### src/rtl/reconfig_pkg.sv
package reconfig_pkg;

    typedef enum logic {
        ST_IDLE = 1'b0,
        ST_LOAD = 1'b1
    } ld_state_e;

    typedef enum logic [1:0] {
        RQ_NONE  = 2'd0,
        RQ_DROP  = 2'd1,
        RQ_START = 2'd2
    } rq_kind_e;

endpackage

### src/rtl/rl_req_decode.sv
module rl_req_decode
    import reconfig_pkg::*;
#(
    parameter int NUM_MODS = 4,
    parameter int ID_W     = 3,
    parameter logic [NUM_MODS*NUM_MODS-1:0] CONFLICT = '0
) (
    input  logic                req_valid,
    input  logic [ID_W-1:0]     req_id,
    input  logic [NUM_MODS-1:0] resident,
    input  logic                loading,
    input  logic [ID_W-1:0]     cur_id,
    output rq_kind_e            kind,
    output logic [NUM_MODS-1:0] clr_mask
);

    logic                in_range;
    logic                hit_res;
    logic [NUM_MODS-1:0] row;

    // Classify the request and look up the conflict row of the target.
    always_comb begin
        in_range = (req_id < ID_W'(NUM_MODS));
        hit_res  = 1'b0;
        row      = '0;
        for (int k = 0; k < NUM_MODS; k++) begin
            if (req_id == ID_W'(k)) begin
                hit_res = resident[k];
                row     = CONFLICT[k*NUM_MODS +: NUM_MODS];
                row[k]  = 1'b0;
            end
        end

        kind     = RQ_NONE;
        clr_mask = '0;
        if (req_valid) begin
            if (!in_range || hit_res || (loading && (req_id == cur_id))) begin
                kind = RQ_DROP;
            end else begin
                kind     = RQ_START;
                clr_mask = row;
            end
        end
    end

endmodule

### src/rtl/rl_progress_bank.sv
module rl_progress_bank #(
    parameter int NUM_MODS = 4,
    parameter int CNT_W    = 4,
    parameter int ID_W     = 3,
    parameter logic [NUM_MODS*CNT_W-1:0] FRAMES = '0
) (
    input  logic                clk,
    input  logic                rst_n,
    input  logic                xfer,
    input  logic [ID_W-1:0]     cur_id,
    input  logic [NUM_MODS-1:0] clr_mask,
    output logic [NUM_MODS-1:0] resident,
    output logic [CNT_W-1:0]    cur_prog,
    output logic                last_frame
);

    logic [CNT_W-1:0] prog_q [NUM_MODS];
    logic             res_q  [NUM_MODS];

    // One progress counter and resident flag per module.
    for (genvar g = 0; g < NUM_MODS; g++) begin : g_mod
        localparam logic [CNT_W-1:0] LAST = FRAMES[g*CNT_W +: CNT_W] - CNT_W'(1);
        logic sel;
        assign sel = (cur_id == ID_W'(g));

        always_ff @(posedge clk) begin
            if (!rst_n) begin
                prog_q[g] <= '0;
                res_q[g]  <= 1'b0;
            end else if (clr_mask[g]) begin
                prog_q[g] <= '0;
                res_q[g]  <= 1'b0;
            end else if (xfer && sel) begin
                if (prog_q[g] == LAST) begin
                    prog_q[g] <= '0;
                    res_q[g]  <= 1'b1;
                end else begin
                    prog_q[g] <= prog_q[g] + CNT_W'(1);
                end
            end
        end
    end

    logic [CNT_W-1:0] cur_frames;

    always_comb begin
        cur_prog   = '0;
        cur_frames = '0;
        for (int k = 0; k < NUM_MODS; k++) begin
            resident[k] = res_q[k];
            if (cur_id == ID_W'(k)) begin
                cur_prog   = prog_q[k];
                cur_frames = FRAMES[k*CNT_W +: CNT_W];
            end
        end
        last_frame = (cur_prog == cur_frames - CNT_W'(1));
    end

endmodule

### src/rtl/rl_fsm.sv
module rl_fsm
    import reconfig_pkg::*;
#(
    parameter int ID_W = 3
) (
    input  logic            clk,
    input  logic            rst_n,
    input  rq_kind_e        kind,
    input  logic            req_valid,
    input  logic [ID_W-1:0] req_id,
    input  logic            xfer,
    input  logic            last_frame,
    output logic [ID_W-1:0] cur_id,
    output logic [ID_W-1:0] busy_id,
    output logic            cfg_valid,
    output logic            req_ack,
    output logic            done,
    output logic [ID_W-1:0] done_id
);

    ld_state_e       state_q, state_d;
    logic [ID_W-1:0] cur_q, cur_d;

    // Next-state logic.
    always_comb begin
        state_d = state_q;
        cur_d   = cur_q;
        unique case (state_q)
            ST_IDLE: begin
                if (kind == RQ_START) begin
                    state_d = ST_LOAD;
                    cur_d   = req_id;
                end
            end
            ST_LOAD: begin
                if (kind == RQ_START) begin
                    cur_d = req_id;
                end else if (xfer && last_frame) begin
                    state_d = ST_IDLE;
                end
            end
        endcase
    end

    // State register.
    always_ff @(posedge clk) begin
        if (!rst_n) begin
            state_q <= ST_IDLE;
            cur_q   <= '0;
        end else begin
            state_q <= state_d;
            cur_q   <= cur_d;
        end
    end

    // Registered outputs.
    always_ff @(posedge clk) begin
        if (!rst_n) begin
            req_ack <= 1'b0;
            done    <= 1'b0;
            done_id <= '0;
        end else begin
            req_ack <= req_valid;
            done    <= xfer && last_frame;
            if (xfer && last_frame) begin
                done_id <= cur_q;
            end
        end
    end

    // State-decoded outputs.
    always_comb begin
        cur_id = cur_q;
        unique case (state_q)
            ST_IDLE: begin
                busy_id   = '1;
                cfg_valid = 1'b0;
            end
            ST_LOAD: begin
                busy_id   = cur_q;
                cfg_valid = 1'b1;
            end
        endcase
    end

endmodule

### src/rtl/reconfig_loader.sv
module reconfig_loader
    import reconfig_pkg::*;
#(
    parameter int NUM_MODS = 4,
    parameter int CNT_W    = 4,
    parameter int ADDR_W   = 12,
    parameter int DATA_W   = 32,
    parameter logic [NUM_MODS*CNT_W-1:0]    FRAMES   = {4'd2, 4'd4, 4'd3, 4'd5},
    parameter logic [NUM_MODS*ADDR_W-1:0]   BASES    = {12'h300, 12'h200, 12'h100, 12'h000},
    parameter logic [NUM_MODS*NUM_MODS-1:0] CONFLICT = 16'h0252,
    localparam int ID_W = $clog2(NUM_MODS + 1)
) (
    input  logic                clk,
    input  logic                rst_n,
    input  logic                req_valid,
    input  logic [ID_W-1:0]     req_id,
    output logic                req_ack,
    output logic [ID_W-1:0]     busy_id,
    input  logic [ID_W-1:0]     query_id,
    output logic                query_loaded,
    output logic [NUM_MODS-1:0] resident,
    output logic [ADDR_W-1:0]   mem_addr,
    input  logic [DATA_W-1:0]   mem_rdata,
    output logic                cfg_valid,
    input  logic                cfg_ready,
    output logic [DATA_W-1:0]   cfg_data,
    output logic                done,
    output logic [ID_W-1:0]     done_id
);

    rq_kind_e            kind;
    logic [NUM_MODS-1:0] clr_mask;
    logic [ID_W-1:0]     cur_id;
    logic [CNT_W-1:0]    cur_prog;
    logic                last_frame;
    logic                xfer;
    logic [ADDR_W-1:0]   cur_base;

    assign xfer     = cfg_valid && cfg_ready;
    assign cfg_data = mem_rdata;

    rl_req_decode #(
        .NUM_MODS (NUM_MODS),
        .ID_W     (ID_W),
        .CONFLICT (CONFLICT)
    ) u_dec (
        .req_valid (req_valid),
        .req_id    (req_id),
        .resident  (resident),
        .loading   (cfg_valid),
        .cur_id    (cur_id),
        .kind      (kind),
        .clr_mask  (clr_mask)
    );

    rl_fsm #(
        .ID_W (ID_W)
    ) u_fsm (
        .clk        (clk),
        .rst_n      (rst_n),
        .kind       (kind),
        .req_valid  (req_valid),
        .req_id     (req_id),
        .xfer       (xfer),
        .last_frame (last_frame),
        .cur_id     (cur_id),
        .busy_id    (busy_id),
        .cfg_valid  (cfg_valid),
        .req_ack    (req_ack),
        .done       (done),
        .done_id    (done_id)
    );

    rl_progress_bank #(
        .NUM_MODS (NUM_MODS),
        .CNT_W    (CNT_W),
        .ID_W     (ID_W),
        .FRAMES   (FRAMES)
    ) u_bank (
        .clk        (clk),
        .rst_n      (rst_n),
        .xfer       (xfer),
        .cur_id     (cur_id),
        .clr_mask   (clr_mask),
        .resident   (resident),
        .cur_prog   (cur_prog),
        .last_frame (last_frame)
    );

    // Frame address = module base + saved progress; resident lookup for the query port.
    always_comb begin
        cur_base     = '0;
        query_loaded = 1'b0;
        for (int k = 0; k < NUM_MODS; k++) begin
            if (cur_id == ID_W'(k)) begin
                cur_base = BASES[k*ADDR_W +: ADDR_W];
            end
            if (query_id == ID_W'(k)) begin
                query_loaded = resident[k];
            end
        end
        mem_addr = cur_base + ADDR_W'(cur_prog);
    end

endmodule

### config.mk
export PLATFORM = sky130hd
export DESIGN_NAME = reconfig_loader
export DESIGN_NICKNAME = d
export VERILOG_FILES = /design/src/rtl/reconfig_pkg.sv /design/src/rtl/rl_req_decode.sv /design/src/rtl/rl_progress_bank.sv /design/src/rtl/rl_fsm.sv /design/src/rtl/reconfig_loader.sv
export SDC_FILE = /design/constraint.sdc
export NUM_CORES = 1
export LEC_CHECK = 0
export ABC_AREA = 1
export BUFFER_PORTS_ARGS = -buffer_cell sky130_fd_sc_hd__buf_4
export CAP_MARGIN = 30
export CORE_ASPECT_RATIO = 0.8
export CORE_UTILIZATION = 25
export DETAILED_ROUTE_END_ITERATION = 12
export PLACE_DENSITY = 0.49
export SYNTH_ARGS = -nofsm -noshare
export SYNTH_HDL_FRONTEND = slang
export SYNTH_SLANG_ARGS = --single-unit
### constraint.sdc
create_clock -name clk -period 3.6 [get_ports clk]
set_input_delay 0.72 -clock clk [delete_from_list [all_inputs] [get_ports clk]]
set_output_delay 0.72 -clock clk [all_outputs]
set_load 0.01 [all_outputs]
# Yosys cells after proc, flatten, opt, wreduce, memory -nomap -nowiden
# Memories as Yosys holds them, arrays and structs flattened.
# Cells that the tools add are included.
[totals]
register_bits = 9
mem_bits_rw = 20
inputBits = 42
output_inout_bits = 58
wordCells = 171
memories = 2
[classes]
addsub = 6
order_cmp = 1
n_eq_ne = 16
mux = 107
bitwise_logic = 21
reduce_logical = 13
[mem_list]
columns = ["memory", "words", "word_bits", "read_ports", "rd_clocked_by_memory_dff", "write_ports", "line", "text"]
rows = [
  ["u_bank.prog_q", 4, 4, 4, 0, 4, "rl_progress_bank.sv:17", "logic [CNT_W-1:0] prog_q [NUM_MODS];"],
  ["u_bank.res_q", 4, 1, 4, 0, 4, "rl_progress_bank.sv:18", "logic res_q [NUM_MODS];"],
]
[op_table]
columns = ["operator", "count"]
rows = [
  ["two-way mux 1 bit", 72],
  ["two-way mux 4 bit", 17],
  ["two-way mux 3 bit", 9],
  ["two-way mux 12 bit", 2],
  ["bitwise OR 1 bit", 20],
  ["== test 3 x 2 -> 1 bit (second input constant)", 6],
  ["adder 4 x 1 -> 4 bit (second input constant)", 4],
  ["adder 12 x 4 -> 12 bit", 1],
  ["== test 3 x 1 -> 1 bit (second input constant)", 3],
  ["logical NOT 3 bit", 3],
  ["two-way mux 9 bit", 1],
  ["== test 4 x 2 -> 1 bit (second input constant)", 2],
  ["logical AND 1 bit", 7],
  ["two-way mux 2 bit", 3],
  ["case mux 3 bit (2 select lines)", 1],
  ["== test 4 x 1 -> 1 bit (second input constant)", 1],
  ["== test 4 x 3 -> 1 bit (second input constant)", 1],
  ["== test 4 bit", 1],
  ["case mux 1 bit (2 select lines)", 2],
  ["subtractor 3 x 1 -> 4 bit (second input constant)", 1],
  ["== test 3 bit", 1],
  ["less-than comparator 3 bit (second input constant)", 1],
  ["== test 2 bit (second input constant)", 1],
  ["logical OR 1 bit", 2],
  ["2 further kinds", 2],
]

# Logic depth before layout (Yosys ltp)
# Gate-level depths: netlist of run 1.
[logic_depth]
ltp_word = 15
ltp_mapped = 15
depth_no_buf = 15

# Hierarchy
# A second synthesis of run 1 with hierarchy kept.
[unflattened]
cells_unflattened = 303
area_unflattened_um2 = 2213.4
[by_module_without_submodules]
columns = ["module", "instances", "cells_each", "area_per_inst_um2", "seq_area_each_um2"]
rows = [
  ["rl_progress_bank", 1, 159, 1325.0, 590.6],
  ["reconfig_loader", 1, 58, 364.1, 0.0],
  ["rl_fsm", 1, 50, 349.1, 180.2],
  ["rl_req_decode", 1, 36, 175.2, 0.0],
]

# Worst setup path before layout of run 1
# Ideal clock, no wire load.
[synth_path]
kind = "input port to flip-flop"
start = "input port req_id[0]"
end = "memory u_bank.prog_q[0][0] (enable)"
setup_ns = 0.307
arrival_ns = 1.610
required_ns = 3.293
setup_slack_ns = 1.683
cell_stages = 9
path_buffers = 0
cell_sequence = "nor2_1 > nor2_1 > o21ai_1 > o2111ai_4 > nor2_2 > nand2_2 > nand2_1 > inv_2 > nand2_1"
[synth_lines]
columns = ["item", "line", "text"]
rows = [
  ["start: declaration", "reconfig_loader.sv:16", "input logic [ID_W-1:0] req_id,"],
  ["end: declaration", "rl_progress_bank.sv:17", ""],
]

# Worst setup path after layout of run 1
[layout_path]
start = "register u_fsm.cur_q[1] (netlist: u_fsm.cur_id[1])"
end = "output port mem_addr[1]"
[layout_via]
elab_chain_len = 6
word_cells_on_any_way = 11
cone_classes = "1 x add/sub; 3 x eq/ne; 6 x mux; 1 x reduce/logical"
[layout_rtl]
columns = ["item", "line", "text"]
rows = [
  ["start: declaration", "rl_fsm.sv:22", "logic [ID_W-1:0] cur_q, cur_d;"],
  ["start signal: assignment", "rl_fsm.sv:52", "cur_q <= cur_d;"],
  ["logical NOT 3 bit", "rl_progress_bank.sv:51", "if (cur_id == ID_W'(k)) begin"],
  ["two-way mux 4 bit (4 in a row)", "rl_progress_bank.sv:51", ""],
  ["adder 12 x 4 -> 12 bit *", "reconfig_loader.sv:102", "mem_addr = cur_base + ADDR_W'(cur_prog);"],
  ["end: declaration", "reconfig_loader.sv:22", "output logic [ADDR_W-1:0] mem_addr,"],
]
# Mark *: on every way between the ends. The rest lies on a longest branch, timed or not.

==> results of run 1 <==
## worst max-delay path, cell delays in order (launching register included)
cell,delay (ns)
sky130_fd_sc_hd__dfxtp_1,0.62
sky130_fd_sc_hd__nand3_2,0.20
sky130_fd_sc_hd__nand2_2,0.15
sky130_fd_sc_hd__inv_2,0.04
sky130_fd_sc_hd__nand3_2,0.06
sky130_fd_sc_hd__nand2_1,0.09
sky130_fd_sc_hd__inv_1,0.07
sky130_fd_sc_hd__buf_4,0.11
## state kept, by name, summed over array words and instances, names as in the netlist
signal / count
u_bank.prog_q: 16
u_bank.res_q: 4
u_fsm.cur_id: 3
u_fsm.done: 1
u_fsm.req_ack: 1
u_fsm.state_q: 1
u_fsm.done_id: 3
## metal layers
metal  global-route usage  wire, microns  vias to the layer above
met4               0.0423             67                        0
met5                    0              0                        -
met3               0.0373            243                       12
met1                0.137           2300                      684
li1                     -              -                      790
met2                0.168           1860                       32
## final timing paths
path / from / end / slack, ns / cells after the start
max: u_fsm.cur_id[1] / mem_addr[1] / 1.25 / 7
max reg2reg: u_fsm.cur_id[1] / u_fsm.done_id[0] / 1.64 / 11
min: u_fsm.done_id[2] / u_fsm.done_id[2] / 0.45 / 2
min reg2reg: u_fsm.done_id[2] / u_fsm.done_id[2] / 0.45 / 2
## logic make-up after synthesis
family                   Yosys count
AO/OA/AOI/OAI                     26
XOR/XNOR                          10
adder cells (fa/ha/maj)            8
buffers and inverters             77
flip-flops                        29
other                              1
AND/OR/NAND/NOR                  115
## power groups by stage
stage | combinational, mW | sequential (mW) | clock [mW]
6_report | 0.148 | 0.387 | 0.330
3_3_place_gp | 0.149 | 0.394 | 0
3_5_place_dp | 0.149 | 0.395 | 0
5_1_grt | 0.169 | 0.389 | 0.355
2_1_floorplan | 0.143 | 0.387 | 0
4_1_cts | 0.151 | 0.387 | 0.341
## cells in the final DEF (no fill, tap or decap)
cell	count
sky130_fd_sc_hd__nand2_1	40
sky130_fd_sc_hd__nor2_1	40
sky130_fd_sc_hd__buf_4	29
sky130_fd_sc_hd__inv_1	24
sky130_fd_sc_hd__edfxtp_1	19
sky130_fd_sc_hd__nand3_1	11
sky130_fd_sc_hd__dfxtp_1	10
sky130_fd_sc_hd__inv_2	9
sky130_fd_sc_hd__a21oi_1	9
sky130_fd_sc_hd__nand2_2	8
sky130_fd_sc_hd__ha_1	8
sky130_fd_sc_hd__o21ai_1	6
sky130_fd_sc_hd__xnor2_1	6
sky130_fd_sc_hd__conb_1	6
sky130_fd_sc_hd__nand3_2	5
sky130_fd_sc_hd__o21ai_0	5
sky130_fd_sc_hd__clkbuf_8	5
sky130_fd_sc_hd__xor2_1	4
sky130_fd_sc_hd__nor2_4	2
sky130_fd_sc_hd__nor2_2	2
sky130_fd_sc_hd__o21ai_2	2
sky130_fd_sc_hd__nand4_1	2
sky130_fd_sc_hd__o211ai_2	2
sky130_fd_sc_hd__nand3b_1	1
sky130_fd_sc_hd__or2_1	1
sky130_fd_sc_hd__o2111ai_4	1
sky130_fd_sc_hd__nor3_1	1
sky130_fd_sc_hd__nor3b_1	1
sky130_fd_sc_hd__a211oi_1	1
sky130_fd_sc_hd__nand3_4	1
sky130_fd_sc_hd__clkbuf_1	1
sky130_fd_sc_hd__bufinv_16	1
sky130_fd_sc_hd__clkinv_1	1
## area by class of cell
class / count / area [sq um] / area share
clock inverters: 2 / 33.8 / 0.0148
repair buffers: 29 / 218 / 0.0952
multi-input cells: 165 / 933 / 0.408
inverters: 33 / 124 / 0.0542
well taps: 108 / 135 / 0.0591
clock buffers: 6 / 72.6 / 0.0317
flip-flops and latches: 29 / 771 / 0.337
## metrics by stage
step / power [mW] / area [sq um] / worst slack (ns) / utilization / instances
after floorplan: 0.530 / 2150 / 1.68 / - / 271
after global placement: 0.543 / 2180 / 1.39 / 0.270 / 364
after detailed placement: 0.544 / 2180 / 1.36 / 0.270 / 364
after CTS: 0.878 / 2290 / 1.20 / 0.283 / 372
after global routing: 0.913 / 2290 / 1.08 / 0.283 / 372
final: 0.865 / 2290 / 1.25 / 0.283 / 372
## Yosys cell counts (8+ instances only)
| library cell | n |
|---|---|
| sky130_fd_sc_hd__buf_4 | 42 |
| sky130_fd_sc_hd__inv_1 | 24 |
| sky130_fd_sc_hd__a21oi_1 | 9 |
| sky130_fd_sc_hd__nor2_1 | 40 |
| sky130_fd_sc_hd__edfxtp_1 | 19 |
| sky130_fd_sc_hd__nand2_1 | 40 |
| sky130_fd_sc_hd__nand2_2 | 8 |
| sky130_fd_sc_hd__inv_2 | 9 |
| sky130_fd_sc_hd__ha_1 | 8 |
| sky130_fd_sc_hd__dfxtp_1 | 10 |
| sky130_fd_sc_hd__nand3_1 | 11 |
==> flow_summary.json, run 1 <==
{
  "min-delay-path-class": "flop to flop",
  "synth.yosys.seq_area_share": 0.361,
  "vias_in_the_first_global_route": 1546,
  "synthesis.instances": 266,
  "cts_hold_buffers": 0,
  "layout_filler_cell_count": 897,
  "post_synth.cell_area_avg_sq_um": 8.02,
  "layout_cell_share_with_drive_strength_beyond_1": 0.254,
  "timing.critical_path.fanout_max": 10,
  "post_synth_num_cell_types": 30,
  "starting_density_of_the_core": 0.264,
  "worst_ir_drop_vdd_mv": 0.157,
  "drt_pre_antenna_iters": 4,
  "post_drt_wl_per_cell_microns": 12.0,
  "ys_ff_latch": 29,
  "synth_edf_count": 19,
  "simple_gate_share_of_the_synthesized_area": 0.256,
  "dieHeight_microns": 84.6,
  "required_time_worst_endpoint_ns": 2.88,
  "slew_worst_pin_ns": 0.667,
  "worst_slew_margin_rel": 0.551,
  "finalSetupViolCount": 0,
  "placement.io_buffers": 29,
  "pin_count": 100,
  "critical_path.endpoint_type": "output port",
  "max_freq_mhz": 426,
  "flow.area_growth_from_synthesis_pct": 7.15,
  "pwr-share-comb": 0.171,
  "synth_top_family_by_area": "simple AND/OR/NAND/NOR gates",
  "synth.top_cells.by_area": "sky130_fd_sc_hd__edfxtp_1, sky130_fd_sc_hd__buf_4, sky130_fd_sc_hd__dfxtp_1",
  "post_cts_resized": 0,
  "yosys.area_share.xor_xnor": 0.0410,
  "synth_adder_area_share": 0.0469,
  "finalMaxSlewViolations": 0,
  "rsz0062_at_grt": "false",
  "power.clock.fraction": 0.382,
  "grt_start_max_net_pins": 15,
  "detail_route.drc_violations": 0,
  "grt_remaining_overflow": 0,
  "numCtsBuffers": 5,
  "globalRouteTotalUtil": 0.108,
  "type_of_the_setup_path_with_the_least_slack": "flop to output port",
  "ys_dominant_reg_cell": "sky130_fd_sc_hd__edfxtp_1",
  "hold_viol_final": 0,
  "clk_path_buf_depth": 2,
  "clock_insertion_delay_worst_skew_ns": 0.28,
  "final_net_count": 313,
  "post-synth-top-area-cell": "sky130_fd_sc_hd__edfxtp_1",
  "drt-vias-per-instance": 4.08,
  "status": "finished, final reports clean",
  "clk_root_buffer_cell": "sky130_fd_sc_hd__clkbuf_8",
  "synth.area.mux_share": 0,
  "drv.max_cap_violation_count": 0,
  "period_share": 0.651,
  "worst_hold_check_slack_ns": 0.453,
  "cts_setup_buffers": 0,
  "power_density_of_the_placed_cells_nw_per_um2": 378,
  "synth.top_cell.area_share": 0.267,
  "worst_setup_path_start_kind": "flop",
  "power.internal_mw": 0.631,
  "postSynth.asyncResetShare": 0,
  "cts_sinks": 29,
  "antenna_cells": 0,
  "p_leak_nw": 1.01,
  "share_seq_of_total_power": 0.447,
  "switching_share": 0.270,
  "routed_wirelength_microns": 4470,
  "cts.reportedPaths.clkPinSlew_ns": 0.07,
  "die-width_microns": 105,
  "htree_num_levels": 2,
  "cts_tree": "yes",
  "cp.arrival_ns": 1.63,
  "setup_tns_ns": 0,
  "grt_pass1_wl_microns": 7430,
  "route.vias.total": 1518,
  "hpwlAfterDp_microns": 3560,
  "worst_clock_skew_ns": 0.00971,
  "core-area_sq_um": 8090,
  "switching_component_of_the_power_mw": 0.234,
  "period_minus_slack_ns": 2.35,
  "number_of_warning_messages_in_the_yosys_log": 0,
  "synth_compound_gate_area_share": 0.0826,
  "die_area_sq_um": 8910,
  "gp_congestion": 0.762,
  "post_synth_instance_area_sq_um": 2130,
  "grt_antenna_before_repair": 0,
  "drt-initial-drc-count": 56,
  "rows": 29,
  "route.antenna.remaining_nets": 0
}
(Power assumes the default switching activity.)
==> run 2, diff against run 1 <==
--- a/config.mk
+++ b/config.mk
@@ -5,7 +5,7 @@
 export SDC_FILE = /design/constraint.sdc
 export NUM_CORES = 1
 export LEC_CHECK = 0
-export ABC_AREA = 1
+export ABC_AREA = 0
 export BUFFER_PORTS_ARGS = -buffer_cell sky130_fd_sc_hd__buf_4
 export CAP_MARGIN = 30
 export CORE_ASPECT_RATIO = 0.8
==> constraint.sdc (replaced) <==
create_clock -name clk -period 2.4 [get_ports clk]
set_input_delay 0.48 -clock clk [delete_from_list [all_inputs] [get_ports clk]]
set_output_delay 0.48 -clock clk [all_outputs]
set_load 0.01 [all_outputs]
==> run 2 against run 1 <==
  * Cell count decreased by 12%
  * Register-to-register slack worse by 1.3 ns
  * Die area shrank 1.9%
  * Sequential power is 50% higher
  * First-iteration DRC count up 25%
  * Worst hold slack worse by 0.043 ns
  * Clock power up 27%
  * Count of clock-buffer cells in the layout stayed put
  * Critical path depth shrank 4
  * Core utilization down 0.54 points
  * Critical endpoint is now mem_addr[0]
  * Largest cell class unchanged
==> flow_summary.json, run 2 <==
{
  "routed_wirelength_microns": 4380,
  "setup_tns_ns": 0,
  "route.layer.met1.wl_microns": 2290,
  "drt-vias-per-instance": 4.36,
  "worst_setup_path_start_kind": "flop",
  "core-area_sq_um": 8020,
  "worst_slew_margin_rel": 0.643,
  "synth.top_cells.by_area": "sky130_fd_sc_hd__edfxtp_1, sky130_fd_sc_hd__buf_4, sky130_fd_sc_hd__dfxtp_1",
  "required_time_worst_endpoint_ns": 1.92,
  "grt_start_max_net_pins": 19,
  "hold_viol_final": 0,
  "switching_component_of_the_power_mw": 0.311,
  "worst_ir_drop_vdd_mv": 0.158,
  "dieHeight_microns": 83.8,
  "simple_gate_share_of_the_synthesized_area": 0.190,
  "rows": 29,
  "post_cts_resized": 0,
  "synth_edf_count": 19,
  "drt-initial-drc-count": 70,
  "synth.yosys.seq_area_share": 0.368,
  "synth_compound_gate_area_share": 0.0723,
  "grt_remaining_overflow": 0,
  "layout_cell_share_with_drive_strength_beyond_1": 0.236,
  "post_drt_wl_per_cell_microns": 13.3,
  "post_synth_num_cell_types": 42,
  "synth.top_cell.area_share": 0.273,
  "min-delay-path-class": "input port to flop",
  "synth_top_family_by_area": "buffers and inverters",
  "power.internal_mw": 0.864,
  "mostFrequentLayoutCell": "sky130_fd_sc_hd__buf_4",
  "route.top_layer_used": "met4",
  "power.clock.fraction": 0.356,
  "status": "finished, final reports clean",
  "post-synth-top-area-cell": "sky130_fd_sc_hd__edfxtp_1",
  "cts_setup_buffers": 0,
  "antenna_cells": 0,
  "timing.critical_path.fanout_max": 8,
  "routed-wl-met2_microns": 1900,
  "drv.max_cap_violation_count": 0,
  "yosys.cell_count.top_type": "sky130_fd_sc_hd__buf_4",
  "numCtsBuffers": 5,
  "post-place-ws_ns": 0.155,
  "switching_share": 0.265,
  "route.vias.total": 1431,
  "worst_clock_skew_ns": 0.0120,
  "pin_count": 100,
  "top_register_by_number_of_flip_flops": "u_bank.prog_q",
  "cts_hold_buffers": 0,
  "starting_density_of_the_core": 0.261,
  "die_area_sq_um": 8750,
  "route.antenna.remaining_nets": 0,
  "synth.area.mux_share": 0.0926,
  "mostFrequentLayoutCells": "sky130_fd_sc_hd__buf_4, sky130_fd_sc_hd__nor2_1, sky130_fd_sc_hd__edfxtp_1",
  "clk_root_buffer_cell": "sky130_fd_sc_hd__clkbuf_8",
  "share_seq_of_total_power": 0.494,
  "critical_path_s_slowest_cell": "sky130_fd_sc_hd__mux4_2",
  "power_density_of_the_placed_cells_nw_per_um2": 528,
  "max_freq_mhz": 467,
  "globalRouteTotalUtil": 0.106,
  "path_delay_family": "multiplexers",
  "number_of_warning_messages_in_the_yosys_log": 0,
  "grt_pass1_wl_microns": 7130,
  "placement.io_buffers": 29,
  "cts.reportedPaths.clkPinSlew_ns": 0.06,
  "ys_ff_latch": 29,
  "clock_insertion_delay_worst_skew_ns": 0.28,
  "postSynth.asyncResetShare": 0,
  "slew_worst_pin_ns": 0.528,
  "crit_buf_inv": 1,
  "finalMaxSlewViolations": 0,
  "post_synth.cell_area_avg_sq_um": 9.34,
  "ys_dominant_reg_cell": "sky130_fd_sc_hd__edfxtp_1",
  "detail_route.drc_violations": 0,
  "type_of_the_setup_path_with_the_least_slack": "flop to output port",
  "gp_congestion": 0.795,
  "cp.arrival_ns": 1.66,
  "largest_register_ffs": 16,
  "flow.area_growth_from_synthesis_pct": 6.22,
  "crit_chain": "mux4_2 > nor2b_1 > buf_4",
  "drt_pre_antenna_iters": 4,
  "ys_top_cells_by_count": "sky130_fd_sc_hd__buf_4, sky130_fd_sc_hd__nor2_1, sky130_fd_sc_hd__edfxtp_1",
  "cts_sinks": 29,
  "rsz0062_at_grt": "false",
  "die-width_microns": 104,
  "slowest_delay_ns": 0.55,
  "htree_num_levels": 2,
  "clk_path_buf_depth": 2,
  "period_share": 0.892,
  "reg_top3": "u_bank.prog_q x16, u_bank.res_q x4",
  "hpwlAfterDp_microns": 3410,
  "cts_tree": "yes",
  "synthesis.instances": 224,
  "routed-wl-met3_microns": 159,
  "critical_path.endpoint_type": "output port",
  "postLayoutSetupSlackWorst_ns": 0.259,
  "total_power_mw": 1.17,
  "pwr-share-comb": 0.150,
  "grt_antenna_before_repair": 0,
  "final_net_count": 269,
  "synth_adder_area_share": 0.0478,
  "p_leak_nw": 0.876,
  "post_synth_instance_area_sq_um": 2090,
  "yosys.area_share.xor_xnor": 0.0335,
  "period_minus_slack_ns": 2.14,
  "vias_in_the_first_global_route": 1346,
  "finalSetupViolCount": 0
}
[run 2: cell count changes in the layout (fill, tap and decap cells not counted), moves of 6 or more]
cell / before / now
sky130_fd_sc_hd__mux2i_1: 0 / 7
sky130_fd_sc_hd__nand2_2: 8 / 0
sky130_fd_sc_hd__inv_1: 24 / 11
sky130_fd_sc_hd__nor2b_1: 0 / 7
sky130_fd_sc_hd__inv_2: 9 / 0
sky130_fd_sc_hd__nand2_1: 40 / 18
sky130_fd_sc_hd__o21ai_1: 6 / 0
sky130_fd_sc_hd__a21oi_1: 9 / 2
sky130_fd_sc_hd__nor2_1: 40 / 29
[run 2: worst paths after layout]
kind,slack (ns),depth (start not counted),from,to
worst max register to register,0.38,4,u_bank.res_q[3],u_bank.prog_q[1][2]
worst max-delay path,0.26,3,u_fsm.cur_id[0],mem_addr[0]
worst min-delay path,0.41,2,req_valid,u_fsm.req_ack
worst min register to register,0.43,2,u_fsm.done_id[2],u_fsm.done_id[2]
[run 2: cells by family (layout without fill, tap and decap cells)]
kind of cell / count (synthesis) / after routing
flip-flops: 29 / 29
adder cells (fa/ha/maj): 8 / 8
other: 1 / 6
AO/OA/AOI/OAI: 21 / 21
buffers and inverters: 61 / 52
AND/OR/NAND/NOR: 82 / 82
XOR/XNOR: 8 / 8
multiplexers: 14 / 14
[run 2: per-stage QoR]
stage	cell area [sq um]	hold WS, ns	utilization	std cells
floorplan	2110	0.454	-	229
global placement	2130	0.425	0.266	320
detailed placement	2130	0.427	0.266	320
CTS	2220	0.398	0.277	328
global route	2220	0.406	0.277	328
finish	2220	0.409	0.277	328
[run 2: cell type report]
class	count	area (sq um)
inverters	11	41.3
fillers	872	5800
multi-input cells	139	936
clock inverters	2	8.76
flip-flops and latches	29	772
well taps	108	135
repair buffers	33	248
clock buffers	6	82.6
[run 2: power groups by stage]
stage / Sequential (mW) / Clock (mW) / Combinational [mW]
6_report: 0.581 / 0.419 / 0.176
5_1_grt: 0.585 / 0.448 / 0.194
4_1_cts: 0.580 / 0.430 / 0.178
3_5_place_dp: 0.591 / 0 / 0.177
3_3_place_gp: 0.591 / 0 / 0.178
2_1_floorplan: 0.577 / 0 / 0.183
[run 2: worst register-to-register path: stages, from the launching register on]
cell and delay (ns):
sky130_fd_sc_hd__edfxtp_1 0.48, sky130_fd_sc_hd__mux2_2 0.32, sky130_fd_sc_hd__a21oi_2 0.23, sky130_fd_sc_hd__o211ai_2 0.21, sky130_fd_sc_hd__o211ai_1 0.43
[run 2: metal layers]
| layer | up-vias | GRT usage |
|---|---|---|
| met3 | 5 | 0.0304 |
| met2 | 27 | 0.152 |
| li1 | 710 | - |
| met1 | 689 | 0.150 |
| met5 | - | 0 |
| met4 | 0 | 0.0377 |
==> run 3, diff against run 2 <==
--- a/config.mk
+++ b/config.mk
@@ -8,10 +8,12 @@
 export ABC_AREA = 0
 export BUFFER_PORTS_ARGS = -buffer_cell sky130_fd_sc_hd__buf_4
 export CAP_MARGIN = 30
+export CELL_PAD_IN_SITES_DETAIL_PLACEMENT = 1
+export CELL_PAD_IN_SITES_GLOBAL_PLACEMENT = 1
 export CORE_ASPECT_RATIO = 0.8
 export CORE_UTILIZATION = 25
 export DETAILED_ROUTE_END_ITERATION = 12
-export PLACE_DENSITY = 0.49
+export PLACE_DENSITY = 0.64
 export SYNTH_ARGS = -nofsm -noshare
 export SYNTH_HDL_FRONTEND = slang
 export SYNTH_SLANG_ARGS = --single-unit
==> run 3 against run 2 <==
  * Flip-flop and latch count is the same
  * Register-to-register slack lost 0.08 ns
  * Via count shrank 0.14%
  * Count of clock-buffer cells in the layout is the same
  * Critical endpoint is now mem_addr[2]
  * Largest power group unchanged
==> flow_summary.json, run 3 (same netlist as run 2, synthesis figures left out) <==
{
  "detail_route.drc_violations": 0,
  "mostFrequentLayoutCell": "sky130_fd_sc_hd__buf_4",
  "required_time_worst_endpoint_ns": 1.92,
  "grt_antenna_before_repair": 0,
  "htree_num_levels": 2,
  "largest_register_ffs": 16,
  "rsz0062_at_grt": "false",
  "antenna_cells": 0,
  "clk_path_buf_depth": 2,
  "mostFrequentLayoutCells": "sky130_fd_sc_hd__buf_4, sky130_fd_sc_hd__nor2_1, sky130_fd_sc_hd__edfxtp_1",
  "max_freq_mhz": 448,
  "die_area_sq_um": 8750,
  "reg_top3": "u_bank.prog_q x16, u_bank.res_q x4",
  "flow.area_growth_from_synthesis_pct": 6.87,
  "reg2reg_slack_ns": 0.30,
  "worst_ir_drop_vdd_mv": 0.181,
  "hpwlAfterDp_microns": 3690,
  "period_share": 0.929,
  "timing.critical_path.fanout_max": 8,
  "vias_in_the_first_global_route": 1416,
  "critical_path.endpoint_type": "output port",
  "total_power_mw": 1.25,
  "routed_wirelength_microns": 4610,
  "cp.arrival_ns": 1.75,
  "power_density_of_the_placed_cells_nw_per_um2": 561,
  "clk_root_buffer_cell": "sky130_fd_sc_hd__clkbuf_8",
  "pin_count": 100,
  "hold_viol_final": 0,
  "type_of_the_setup_path_with_the_least_slack": "flop to output port",
  "layout_cell_share_with_drive_strength_beyond_1": 0.227,
  "finalMaxSlewViolations": 0,
  "worst_clock_skew_ns": 0.00847,
  "placement.io_buffers": 29,
  "holdPathStages": 2,
  "critical_path.reg2reg.endpoint": "u_bank.prog_q[0][2]",
  "dieHeight_microns": 83.8,
  "cts_hold_buffers": 0,
  "post_cts_resized": 0,
  "cts.reportedPaths.clkPinSlew_ns": 0.07,
  "drt-vias-per-instance": 4.36,
  "status": "finished, final reports clean",
  "route.vias.total": 1429,
  "hold_path.startpoint": "req_valid",
  "p_leak_nw": 0.880,
  "worst_hold_path.endpoint": "u_fsm.req_ack",
  "worst_hold_check_slack_ns": 0.405,
  "final_net_count": 269,
  "rows": 29,
  "grt_remaining_overflow": 0,
  "worstRegToRegCells": 5,
  "starting_density_of_the_core": 0.261,
  "core-area_sq_um": 8020,
  "die-width_microns": 104,
  "post_drt_wl_per_cell_microns": 14.0,
  "route.antenna.remaining_nets": 0,
  "placedCellCount": 320,
  "reg2reg_from": "u_fsm.cur_id[0]",
  "finalSetupViolCount": 0,
  "cts_tree": "yes",
  "drt_pre_antenna_iters": 4,
  "min-delay-path-class": "input port to flop",
  "setup_tns_ns": 0,
  "period_minus_slack_ns": 2.23,
  "cts_setup_buffers": 0,
  "gp_congestion": 0.764,
  "globalRouteTotalUtil": 0.108,
  "grt_start_max_net_pins": 19,
  "clock_insertion_delay_worst_skew_ns": 0.29,
  "grt_pass1_wl_microns": 7200,
  "number_of_standard_cells_in_the_layout_taps_in_and_fillers_out": 328,
  "cts_sinks": 29,
  "top_register_by_number_of_flip_flops": "u_bank.prog_q",
  "drv.max_cap_violation_count": 0,
  "layout.core_utilization": 0.279,
  "drt-initial-drc-count": 42,
  "numCtsBuffers": 5,
  "worst_setup_path_start_kind": "flop"
}
==> run 3: through the flow <==
| stage | worst slack [ns] | area [sq um] |
|---|---|---|
| after floorplan | 0.332 | 2110 |
| after global placement | 0.232 | 2130 |
| after detailed placement | 0.184 | 2130 |
| after CTS | 0.152 | 2240 |
| after global routing | 0.0213 | 2240 |
| final | 0.170 | 2240 |
==> run 3: metal layers <==
metal | wire (microns) | vias up | global-route usage | part of all wire
li1 | - | 708 | - | -
met1 | 2290 | 686 | 0.143 | 0.50
met2 | 2060 | 29 | 0.163 | 0.45
met3 | 204 | 6 | 0.0383 | 0.044
met4 | 44 | 0 | 0.0351 | 0.0096
met5 | 0 | - | 0 | 0
==> run 3: cell type report <==
cell class / instances / area [sq um]
clock buffers: 6 / 72.6
clock inverters: 2 / 33.8
fillers: 938 / 5780
inverters: 11 / 41.3
multi-input cells: 139 / 936
flip-flops and latches: 29 / 771
well taps: 108 / 135
repair buffers: 33 / 248
==> run 3: worst max path at each step <==
stage          slack, ns       startpoint  cells past startpoint                   to
4_1_cts             0.15  u_fsm.cur_id[1]                      5          mem_addr[2]
6_report            0.17  u_fsm.cur_id[1]                      5          mem_addr[2]
3_5_place_dp        0.18        req_id[0]                      5  u_bank.prog_q[1][2]
2_1_floorplan       0.33        req_id[0]                      5  u_bank.prog_q[1][0]
5_1_grt             0.02  u_fsm.cur_id[0]                      5  u_bank.prog_q[2][2]
3_3_place_gp        0.23        req_id[0]                      5  u_bank.prog_q[1][0]
==> run 3: worst max-delay path, stage by stage, from the launching register on <==
cell	delay [ns]
sky130_fd_sc_hd__dfxtp_1	0.53
sky130_fd_sc_hd__buf_4	0.23
sky130_fd_sc_hd__mux2i_1	0.27
sky130_fd_sc_hd__a21oi_1	0.13
sky130_fd_sc_hd__o21a_1	0.16
sky130_fd_sc_hd__buf_4	0.15
==> run 3: where the power goes <==
part           switching (mW)  internal, mW  total, mW
combinational          0.0934        0.0857      0.179
sequential             0.0279         0.552      0.580
clock                   0.190         0.306      0.496
